`src/rtl/rhb_pkg.sv`:
```
package rhb_pkg;
  typedef enum logic [1:0] {
    WALK_IDLE   = 2'd0,
    WALK_UNDO   = 2'd1,
    WALK_RETIRE = 2'd2
  } walk_e;
endpackage

```
`src/rtl/rhb_store.sv`:
```
module rhb_store #(
  parameter int DEPTH = 8,
  parameter int ENTW  = 24,
  parameter int OLDW  = 14
) (
  input  logic            clk,
  input  logic            rst_n,
  input  logic            push_en,
  input  logic [ENTW-1:0] push_data,
  input  logic            pop_old,
  input  logic            pop_young,
  output logic [OLDW-1:0] old_data,
  output logic [ENTW-1:0] young_data,
  output logic            empty,
  output logic            full
);
  localparam int PTRW = (DEPTH > 1) ? $clog2(DEPTH) : 1;
  localparam int CNTW = $clog2(DEPTH + 1);
  localparam logic [PTRW-1:0] LAST = PTRW'(DEPTH - 1);

  logic [PTRW-1:0] head_q, head_d, tail_q, tail_d, young_idx;
  logic [CNTW-1:0] cnt_q, cnt_d;
  logic [ENTW-1:0] slot_q [DEPTH];

  function automatic logic [PTRW-1:0] ptr_inc(input logic [PTRW-1:0] p);
    return (p == LAST) ? '0 : p + 1'b1;
  endfunction

  function automatic logic [PTRW-1:0] ptr_dec(input logic [PTRW-1:0] p);
    return (p == '0) ? LAST : p - 1'b1;
  endfunction

  always_comb begin
    young_idx = ptr_dec(tail_q);
    head_d    = pop_old ? ptr_inc(head_q) : head_q;
    if (push_en)        tail_d = ptr_inc(tail_q);
    else if (pop_young) tail_d = young_idx;
    else                tail_d = tail_q;
    cnt_d = cnt_q + CNTW'(push_en) - CNTW'(pop_old) - CNTW'(pop_young);
  end

  always_ff @(posedge clk or negedge rst_n) begin
    if (!rst_n) begin
      head_q <= '0;
      tail_q <= '0;
      cnt_q  <= '0;
    end else begin
      head_q <= head_d;
      tail_q <= tail_d;
      cnt_q  <= cnt_d;
    end
  end

  for (genvar i = 0; i < DEPTH; i++) begin : g_slot
    logic wr_en;
    assign wr_en = push_en && (tail_q == PTRW'(i));
    always_ff @(posedge clk) begin
      if (wr_en) slot_q[i] <= push_data;
    end
  end

  assign old_data   = slot_q[head_q][OLDW-1:0];
  assign young_data = slot_q[young_idx];
  assign empty      = (cnt_q == '0);
  assign full       = (cnt_q == CNTW'(DEPTH));

  AST_NO_OVERFLOW:  assert property (@(posedge clk) disable iff (!rst_n) full |-> !push_en);
  AST_NO_UNDERFLOW: assert property (@(posedge clk) disable iff (!rst_n) empty |-> !(pop_old || pop_young));
  AST_ONE_POP:      assert property (@(posedge clk) disable iff (!rst_n) !(pop_old && pop_young));
  AST_NO_PUSH_UNDO: assert property (@(posedge clk) disable iff (!rst_n) pop_young |-> !push_en);
endmodule

```
`src/rtl/rhb_walk_ctrl.sv`:
```
module rhb_walk_ctrl
  import rhb_pkg::*;
#(
  parameter int SEQW = 8
) (
  input  logic            clk,
  input  logic            rst_n,
  input  logic            squash_req,
  input  logic [SEQW-1:0] squash_seq,
  input  logic            commit_req,
  input  logic [SEQW-1:0] commit_seq,
  input  logic            empty,
  input  logic [SEQW-1:0] old_seq,
  input  logic [SEQW-1:0] young_seq,
  output logic            pop_old,
  output logic            pop_young,
  output logic            busy,
  output logic            undoing
);
  walk_e           mode_q, mode_d;
  logic [SEQW-1:0] bound_q, bound_d;

  always_comb begin
    pop_young = (mode_q == WALK_UNDO) && !squash_req && !empty && (young_seq > bound_q);
    pop_old   = (mode_q == WALK_RETIRE) && !squash_req && !empty && (old_seq <= bound_q);
    mode_d    = mode_q;
    bound_d   = bound_q;
    if (squash_req) begin
      mode_d  = WALK_UNDO;
      bound_d = squash_seq;
    end else if (mode_q == WALK_UNDO) begin
      if (!pop_young) mode_d = WALK_IDLE;
    end else if (commit_req) begin
      mode_d  = WALK_RETIRE;
      bound_d = commit_seq;
    end else if (mode_q == WALK_RETIRE) begin
      if (!pop_old) mode_d = WALK_IDLE;
    end
  end

  always_ff @(posedge clk or negedge rst_n) begin
    if (!rst_n) begin
      mode_q  <= WALK_IDLE;
      bound_q <= '0;
    end else begin
      mode_q  <= mode_d;
      bound_q <= bound_d;
    end
  end

  assign busy    = (mode_q != WALK_IDLE);
  assign undoing = (mode_q == WALK_UNDO);

  AST_REQ_MAKES_BUSY: assert property (@(posedge clk) disable iff (!rst_n) (squash_req || commit_req) |=> busy);
  AST_UNDO_ENDS:      assert property (@(posedge clk) disable iff (!rst_n) (undoing && !pop_young && !squash_req) |=> !busy);
  AST_SQUASH_WINS:    assert property (@(posedge clk) disable iff (!rst_n) squash_req |=> undoing);
endmodule

```
`src/rtl/rhb_release.sv`:
```
module rhb_release #(
  parameter int ARCHW     = 5,
  parameter int PREGW     = 6,
  parameter int MISC_BASE = 48
) (
  input  logic             clk,
  input  logic             rst_n,
  input  logic             pop_young,
  input  logic [ARCHW-1:0] young_arch,
  input  logic [PREGW-1:0] young_new,
  input  logic [PREGW-1:0] young_prev,
  input  logic             pop_old,
  input  logic [PREGW-1:0] old_prev,
  output logic             map_wr_vld,
  output logic [ARCHW-1:0] map_wr_arch,
  output logic [PREGW-1:0] map_wr_preg,
  output logic             free_vld,
  output logic [PREGW-1:0] free_preg,
  output logic             ready_vld,
  output logic [PREGW-1:0] ready_preg
);
  logic is_misc;

  if (MISC_BASE >= (1 << PREGW)) begin : g_no_misc
    assign is_misc = 1'b0;
  end else begin : g_misc_cmp
    assign is_misc = (young_new >= PREGW'(MISC_BASE));
  end

  always_comb begin
    map_wr_vld  = pop_young;
    map_wr_arch = young_arch;
    map_wr_preg = young_prev;
    free_vld    = pop_young || pop_old;
    free_preg   = pop_young ? young_new : old_prev;
    ready_vld   = pop_young && is_misc;
    ready_preg  = young_new;
  end

  AST_READY_WITH_UNDO: assert property (@(posedge clk) disable iff (!rst_n) ready_vld |-> (free_vld && map_wr_vld));
  AST_READY_SAME_REG:  assert property (@(posedge clk) disable iff (!rst_n) ready_vld |-> (ready_preg == free_preg));
  AST_MAP_WITH_FREE:   assert property (@(posedge clk) disable iff (!rst_n) map_wr_vld |-> free_vld);
endmodule

```
`src/rtl/rename_hist_buf.sv`:
```
module rename_hist_buf #(
  parameter int DEPTH      = 8,
  parameter int SEQW       = 8,
  parameter int ARCHW      = 5,
  parameter int INT_PREGS  = 24,
  parameter int FP_PREGS   = 24,
  parameter int MISC_PREGS = 8,
  localparam int MISC_BASE = INT_PREGS + FP_PREGS,
  localparam int PREGW     = $clog2(MISC_BASE + MISC_PREGS)
) (
  input  logic             clk,
  input  logic             rst_n,
  input  logic             push_vld,
  input  logic [SEQW-1:0]  push_seq,
  input  logic [ARCHW-1:0] push_arch,
  input  logic [PREGW-1:0] push_new,
  input  logic [PREGW-1:0] push_prev,
  input  logic             squash_vld,
  input  logic [SEQW-1:0]  squash_seq,
  input  logic             commit_vld,
  input  logic [SEQW-1:0]  commit_seq,
  output logic             full,
  output logic             empty,
  output logic             busy,
  output logic             map_wr_vld,
  output logic [ARCHW-1:0] map_wr_arch,
  output logic [PREGW-1:0] map_wr_preg,
  output logic             free_vld,
  output logic [PREGW-1:0] free_preg,
  output logic             ready_vld,
  output logic [PREGW-1:0] ready_preg
);
  // Entry layout, low to high: prev, seq, new, arch. The old end reads only prev and seq.
  localparam int OLDW  = SEQW + PREGW;
  localparam int ENTW  = OLDW + PREGW + ARCHW;
  localparam int SEQ_LO  = PREGW;
  localparam int NEW_LO  = OLDW;
  localparam int ARCH_LO = OLDW + PREGW;

  logic            push_en, pop_old, pop_young, undoing;
  logic [ENTW-1:0] push_data, young_data;
  logic [OLDW-1:0] old_data;

  assign push_data = {push_arch, push_new, push_seq, push_prev};
  assign push_en   = push_vld && !full && !squash_vld && !undoing;

  rhb_store #(.DEPTH(DEPTH), .ENTW(ENTW), .OLDW(OLDW)) u_store (
    .clk        (clk),
    .rst_n      (rst_n),
    .push_en    (push_en),
    .push_data  (push_data),
    .pop_old    (pop_old),
    .pop_young  (pop_young),
    .old_data   (old_data),
    .young_data (young_data),
    .empty      (empty),
    .full       (full)
  );

  rhb_walk_ctrl #(.SEQW(SEQW)) u_walk (
    .clk        (clk),
    .rst_n      (rst_n),
    .squash_req (squash_vld),
    .squash_seq (squash_seq),
    .commit_req (commit_vld),
    .commit_seq (commit_seq),
    .empty      (empty),
    .old_seq    (old_data[SEQ_LO +: SEQW]),
    .young_seq  (young_data[SEQ_LO +: SEQW]),
    .pop_old    (pop_old),
    .pop_young  (pop_young),
    .busy       (busy),
    .undoing    (undoing)
  );

  rhb_release #(.ARCHW(ARCHW), .PREGW(PREGW), .MISC_BASE(MISC_BASE)) u_rel (
    .clk         (clk),
    .rst_n       (rst_n),
    .pop_young   (pop_young),
    .young_arch  (young_data[ARCH_LO +: ARCHW]),
    .young_new   (young_data[NEW_LO +: PREGW]),
    .young_prev  (young_data[0 +: PREGW]),
    .pop_old     (pop_old),
    .old_prev    (old_data[0 +: PREGW]),
    .map_wr_vld  (map_wr_vld),
    .map_wr_arch (map_wr_arch),
    .map_wr_preg (map_wr_preg),
    .free_vld    (free_vld),
    .free_preg   (free_preg),
    .ready_vld   (ready_vld),
    .ready_preg  (ready_preg)
  );

  AST_REQ_CYCLE_QUIET: assert property (@(posedge clk) disable iff (!rst_n) squash_vld |-> !free_vld);
  AST_FULL_NOT_EMPTY:  assert property (@(posedge clk) disable iff (!rst_n) !(full && empty));
  AST_IDLE_SILENT:     assert property (@(posedge clk) disable iff (!rst_n) !busy |-> !free_vld);
endmodule

```
`config.mk`:
```
export PLATFORM = sky130hd
export DESIGN_NAME = rename_hist_buf
export DESIGN_NICKNAME = d
export VERILOG_FILES = /design/src/rtl/rhb_pkg.sv /design/src/rtl/rhb_store.sv /design/src/rtl/rhb_walk_ctrl.sv /design/src/rtl/rhb_release.sv /design/src/rtl/rename_hist_buf.sv
export SDC_FILE = /design/constraint.sdc
export NUM_CORES = 1
export LEC_CHECK = 0
export BUFFER_PORTS_ARGS = -buffer_cell sky130_fd_sc_hd__buf_2
export CORE_MARGIN = 5
export CORE_UTILIZATION = 25
export DETAILED_ROUTE_END_ITERATION = 7
export MAX_ROUTING_LAYER = met4
export SETUP_SLACK_MARGIN = 0.5
export SYNTH_ARGS = -nofsm -noshare
export SYNTH_HDL_FRONTEND = slang
export SYNTH_SLANG_ARGS = --single-unit
```
`constraint.sdc`:
```
create_clock -name clk -period 14.8 [get_ports clk]
set_input_delay 1.48 -clock clk [delete_from_list [all_inputs] [get_ports clk]]
set_output_delay 1.48 -clock clk [all_outputs]
set_load 0.1 [all_outputs]
```
==> impl_metrics.csv, run 1 <==
group,metric,value,unit
layout,syn_to_final_growth,17.6,%
critical_path,r2r_cells,22,
timing,fin_hold_ws,0.507,ns
clock_network,postCtsSetupBuffers,0,
critical_path,rr_startpoint,"u_store.tail_q[0]",
timing,slew_headroom,28.6,%
clock_network,cts_max_level,1,
clock_network,post_cts_resized,0,
timing,hold_viol,0,
timing,clock_skew,0.00949,ns
synth,ys_seq_area_share,63.7,%
clock_network,cts_hold_buffers,0,
critical_path,rrSetupSlack,8.78,ns
clock_network,clk-insertion-delay-late,0.53,ns
run,drv_cap,0,
synth,synth_edf_count,200,
synth,ys_seq_elements,220,
timing,drv_slew,0,
worst_hold_path,worstHoldPathCells,1,
die,core-area,40600,um^2
clock_network,path_clk_slew,0.07,ns
global_route,grt_max_degree,42,
timing,rsz0062_at_grt,"no",
timing,setup-violations-final,0,
layout,design_area,12000,um^2
synth,yosysWarningCount,0,
detailed_routing,drc_errors,0,
global_route,antenna_found_initial,1,
placed_design,place_hpwl,16.8,mm
synth,async_flop_share,9.09,%
die,start_util,25.1,%
critical_path,cp-start-kind,"flip-flop",
critical_path,criticalPathCategory,"reg -> out",
die,dieArea,45000,um^2
global_route,grt_util_all_layers,11.8,%
detailed_routing,drtIter0Drc,453,
critical_path,crit_required,13.32,ns
global_route,use_met2,17.8,%
critical_path,cp_max_fo,30,
critical_path,endpoint_kind,"output port",
synth,synth_area,10200,um^2
detailed_routing,ant_nets,0,
synth,synth_ff_type,"edfxtp_1",
synth,yosys-top-cells-area,"edfxtp_1, mux4_2, dfrtp_1",
global_route,grt_overflow,0,
die,num_rows,74,
detailed_routing,wl,26.4,mm
timing,fin_crit_sh,48.5,%
worst_hold_path,hp-class,"reg -> reg",
timing,fmax,139,MHz
critical_path,crit_arrival,5.70,ns
placed_design,gp_congestion,0.775,
global_route,grtUsageMet1,17.0,%
detailed_routing,first_pass_iters,5,
detailed_routing,dr_total_vias,6388,
die,die_x,212,um
critical_path,r2r-end,"u_store.cnt_q[3]",
layout,final_nets,871,
detailed_routing,viasPerCell,4.77,
synth,synthesis.nets,801,
timing,max_slew.worst_pin.slew,1.07,ns
clock_network,cts_tree,"done",
die,die-height,212,um
global_route,grt_pass1_wl,39.8,mm
layout,drive_gt1_share,24.7,%
synth,synth_top_area_cell,"edfxtp_1",
placed_design,placed_area,11200,um^2
clock_network,cts.path.max_buffers,3,
timing,tns,0,ns
synth,synth_cell_type_count,49,
global_route,grt_busiest_layer,"met2",
clock_network,cts_root_buf,"clkbuf_16",
synth,postSynthAreaPerCell,14.2,um^2
clock_network,clock-sinks,220,
global_route,grt_pass1_vias,6412,
timing,fin_crit,7.18,ns
synth,synth.most_common_cell,"edfxtp_1",
global_route,grt_util_met3,2.32,%
outcome,outcome,"completed",
worst_hold_path,worstHoldStart,"u_store.cnt_q[0]",
worst_hold_path,holdPathEnd,"u_store.cnt_q[0]",
detailed_routing,wl_per_cell,19.7,um
die,io_pins,75,
clock_network,cts_buffers,23,
placed_design,portBuffers,74,
synth,netlist_instances,719,
synth,synth_top_area_share,58.8,%
synth,synthTopCellsByCount,"edfxtp_1, nand2_1, nand3_1",
[cell type report]
class,instances,area (um^2)
fill,4041,28600
sequential,220,6510
multi-input combinational,429,3410
tap,532,666
clock buffer,23,576
timing repair buffer,87,468
clock inverter,19,292
inverter,28,105
antenna,1,2.50
[state kept, by name (all words and copies together), names as in the netlist]
signal / cells
u_walk.mode_q: 2
u_store.slot_q: 200
u_store.head_q: 3
u_walk.bound_q: 8
u_store.tail_q: 3
u_store.cnt_q: 4
[per-stage QoR]
| stage | cells | worst slack [ns] | util (%) |
|---|---|---|---|
| floorplan | 719 | 7.87 | - |
| global placement | 1296 | 8.27 | 27.4 |
| detailed placement | 1296 | 8.18 | 27.4 |
| CTS | 1338 | 7.61 | 29.6 |
| global route | 1339 | 7.21 | 29.6 |
| finish | 1339 | 7.62 | 29.6 |
[logic make-up after synthesis]
family	after synthesis	synth area share (%)
AND/OR/NAND/NOR	215	9.34
XOR/XNOR	1	0.0857
adder cells (fa/ha/maj)	36	4.55
flip-flops	220	63.7
AO/OA/AOI/OAI	100	6.35
multiplexers	77	12.8
buffers and inverters	70	3.21
[cell usage in the layout, fill, tap and decap left out, types with 5 or more instances in the layout]
cell / instances
a211oi_1: 7
a21oi_1: 18
a31oi_1: 14
and3_1: 6
buf_2: 74
buf_4: 13
bufinv_16: 7
clkbuf_16: 23
clkinv_2: 5
dfrtp_1: 18
edfxtp_1: 200
ha_1: 34
inv_1: 26
mux2_2: 19
mux2i_1: 17
mux4_2: 41
nand2_1: 130
nand3_1: 49
nor2b_1: 9
o21ai_0: 26
o221ai_1: 11
[layer usage]
layer / wire [um] / up-vias
li1: - / 2887
met1: 12100 / 3259
met2: 12000 / 208
met3: 1910 / 34
met4: 333 / 0
met5: 0 / -
[worst max-delay path: stages, from the launching register on]
cell and delay [ns]:
dfrtp_1 0.73, inv_2 0.49, ha_1 0.45, a21oi_4 0.72, buf_4 0.42, nand2_1 0.08, and3_1 0.18, a311oi_1 0.24
a21oi_1 0.08, ha_1 0.31, nand4_1 0.08, or2_2 0.28, o2111ai_2 0.08, buf_4 0.33, nand2_1 0.10, o21ai_0 0.09
buf_2 0.45
[worst max-delay path by stage]
stage                            startpoint            to  slack [ns]  cells after the start
after CTS                 u_store.tail_q[0]  free_preg[4]        7.61                     17
after floorplan           u_store.tail_q[0]  free_preg[5]        7.87                     17
after detailed placement  u_store.tail_q[0]  free_preg[4]        8.18                     17
after global routing      u_store.tail_q[0]  free_preg[4]        7.21                     16
after global placement    u_store.tail_q[0]  free_preg[5]        8.27                     16
final                     u_store.tail_q[0]  free_preg[4]        7.62                     16
Power of run 1 is not shown: default switching activity piles up to over one toggle a cycle in this logic, so the estimate is an artifact.
==> inputs of run 2 (changes only) <==
==> constraint.sdc (replaced) <==
create_clock -name clk -period 6.3 [get_ports clk]
set_input_delay 0.63 -clock clk [delete_from_list [all_inputs] [get_ports clk]]
set_output_delay 0.63 -clock clk [all_outputs]
set_load 0.1 [all_outputs]
==> impl_metrics.csv, run 2 (synthesized netlist as in run 1, its figures left out) <==
group,metric,value,unit
clock_network,cts_root_buf,"clkbuf_16",
detailed_routing,wl_per_cell,19.3,um
clock_network,cts_tree,"done",
critical_path,max_stage_delay,0.44,ns
critical_path,cp-start-kind,"flip-flop",
clock_network,cts.path.max_buffers,3,
layout,mostFrequentLayoutCells,"edfxtp_1, nand2_1, buf_2, nand3_1, mux4_2",
outcome,outcome,"completed",
critical_path,endpoint_kind,"output port",
clock_network,postCtsSetupBuffers,0,
placed_design,place_hpwl,16.7,mm
critical_path,criticalPathCategory,"reg -> out",
die,io_pins,75,
die,start_util,25.1,%
global_route,grt_pass1_wl,39.7,mm
clock_network,cts_buffers,25,
global_route,antenna_found_initial,6,
placed_design,portBuffers,74,
critical_path,r2r_cells,20,
detailed_routing,drtIter0Drc,547,
timing,rsz0062_at_grt,"no",
timing,setup-violations-final,0,
timing,fin_crit_sh,86.7,%
critical_path,crit_arrival,4.83,ns
die,die-height,212,um
detailed_routing,drc_errors,0,
die,die_x,212,um
timing,slew_headroom,28.3,%
placed_design,gp_congestion,0.801,
detailed_routing,dr_total_vias,6320,
die,num_rows,74,
timing,fin_crit,5.46,ns
critical_path,cpMaxStageDelayCell,"buf_2",
detailed_routing,ant_nets,0,
critical_path,path_cells,"inv_2 -> ha_1 -> nor3_1 -> a21oi_4 -> buf_4 -> mux4_2 -> nand2_1 -> nand2_1 -> ha_1 -> a21oi_1 -> a21oi_1 -> o2111ai_4 -> buf_4 -> nand2_1 -> o21ai_1 -> buf_2",
layout,drive_gt1_share,25.6,%
timing,fmax,183,MHz
timing,drv_slew,0,
clock_network,cts_max_level,1,
global_route,grt_pass1_vias,6372,
global_route,grt_util_all_layers,11.9,%
detailed_routing,wl,26.2,mm
layout,final_common_cell,"edfxtp_1",
clock_network,clk-insertion-delay-late,0.53,ns
clock_network,post_cts_resized,0,
critical_path,cp_max_fo,22,
layout,syn_to_final_growth,18.1,%
clock_network,clock-sinks,220,
timing,hold_viol,0,
die,core-area,40600,um^2
timing,tns,0,ns
detailed_routing,viasPerCell,4.67,
layout,regMostFlops,"u_store.slot_q",
worst_hold_path,hp-class,"in -> async",
die,dieArea,45000,um^2
layout,fillers,4052,
global_route,grt_overflow,0,
run,drv_cap,0,
critical_path,cpMostUsedCell,"nand2_1",
layout,largestRegisters,"u_store.slot_q (200), u_walk.bound_q (8), u_store.cnt_q (4)",
global_route,grt_max_degree,40,
timing,max_slew.worst_pin.slew,1.08,ns
timing,clock_skew,0.0101,ns
critical_path,crit_required,5.67,ns
layout,largest_reg_flops,200,
layout,final_nets,880,
detailed_routing,first_pass_iters,5,
clock_network,cts_hold_buffers,0,
clock_network,path_clk_slew,0.06,ns
## run 2: metrics by stage
stage | util, % | std cells | area [um^2] | setup WS, ns | hold slack [ns]
floorplan | - | 719 | 10200 | 0.963 | 0.334
global placement | 27.6 | 1303 | 11200 | 1.27 | 0.502
detailed placement | 27.6 | 1303 | 11200 | 1.17 | 0.508
CTS | 29.6 | 1349 | 12000 | 0.581 | 0.0536
global route | 29.7 | 1354 | 12100 | 0.569 | 0.0874
finish | 29.7 | 1354 | 12100 | 0.841 | 0.0509
## run 2: per-layer routing
layer	track usage (%)	vias up	routed length, um
li1	-	2910	-
met1	16.2	3169	11700
met2	18.4	208	12000
met3	2.63	33	2000
met4	2.44	0	498
met5	-	-	0
## run 2: cell type report
cell class | instances | area, um^2 | share of cell area, %
Sequential cell | 220 | 6510 | 53.9
Multi-Input combinational cell | 429 | 3430 | 28.4
Tap cell | 532 | 666 | 5.52
Clock buffer | 27 | 633 | 5.25
Timing Repair Buffer | 94 | 520 | 4.31
Clock inverter | 19 | 195 | 1.62
Inverter | 28 | 105 | 0.871
Antenna cell | 5 | 12.5 | 0.104
## run 2: worst paths after layout
path	startpoint	endpoint	slack, ns
min	rst_n	u_walk.bound_q[4]	0.05
min in group clk	squash_seq[0]	u_walk.bound_q[0]	0.31
min reg2reg	u_store.cnt_q[0]	u_store.cnt_q[0]	0.52
max reg2reg	u_store.tail_q[0]	u_store.cnt_q[3]	1.31
max in group asynchronous	rst_n	u_store.head_q[0]	5.89
max	u_store.tail_q[0]	free_preg[4]	0.84
## run 2: critical path: cells and delay by family, from the launching register on
family,cells,cell delay (ns)
mux,1,0.35
buf+inv,4,1.40
flops,1,0.38
simple gates,4,0.37
compound gates,5,1.07
fa+ha+maj,2,0.71
Power of run 2 is left out for the same reason.
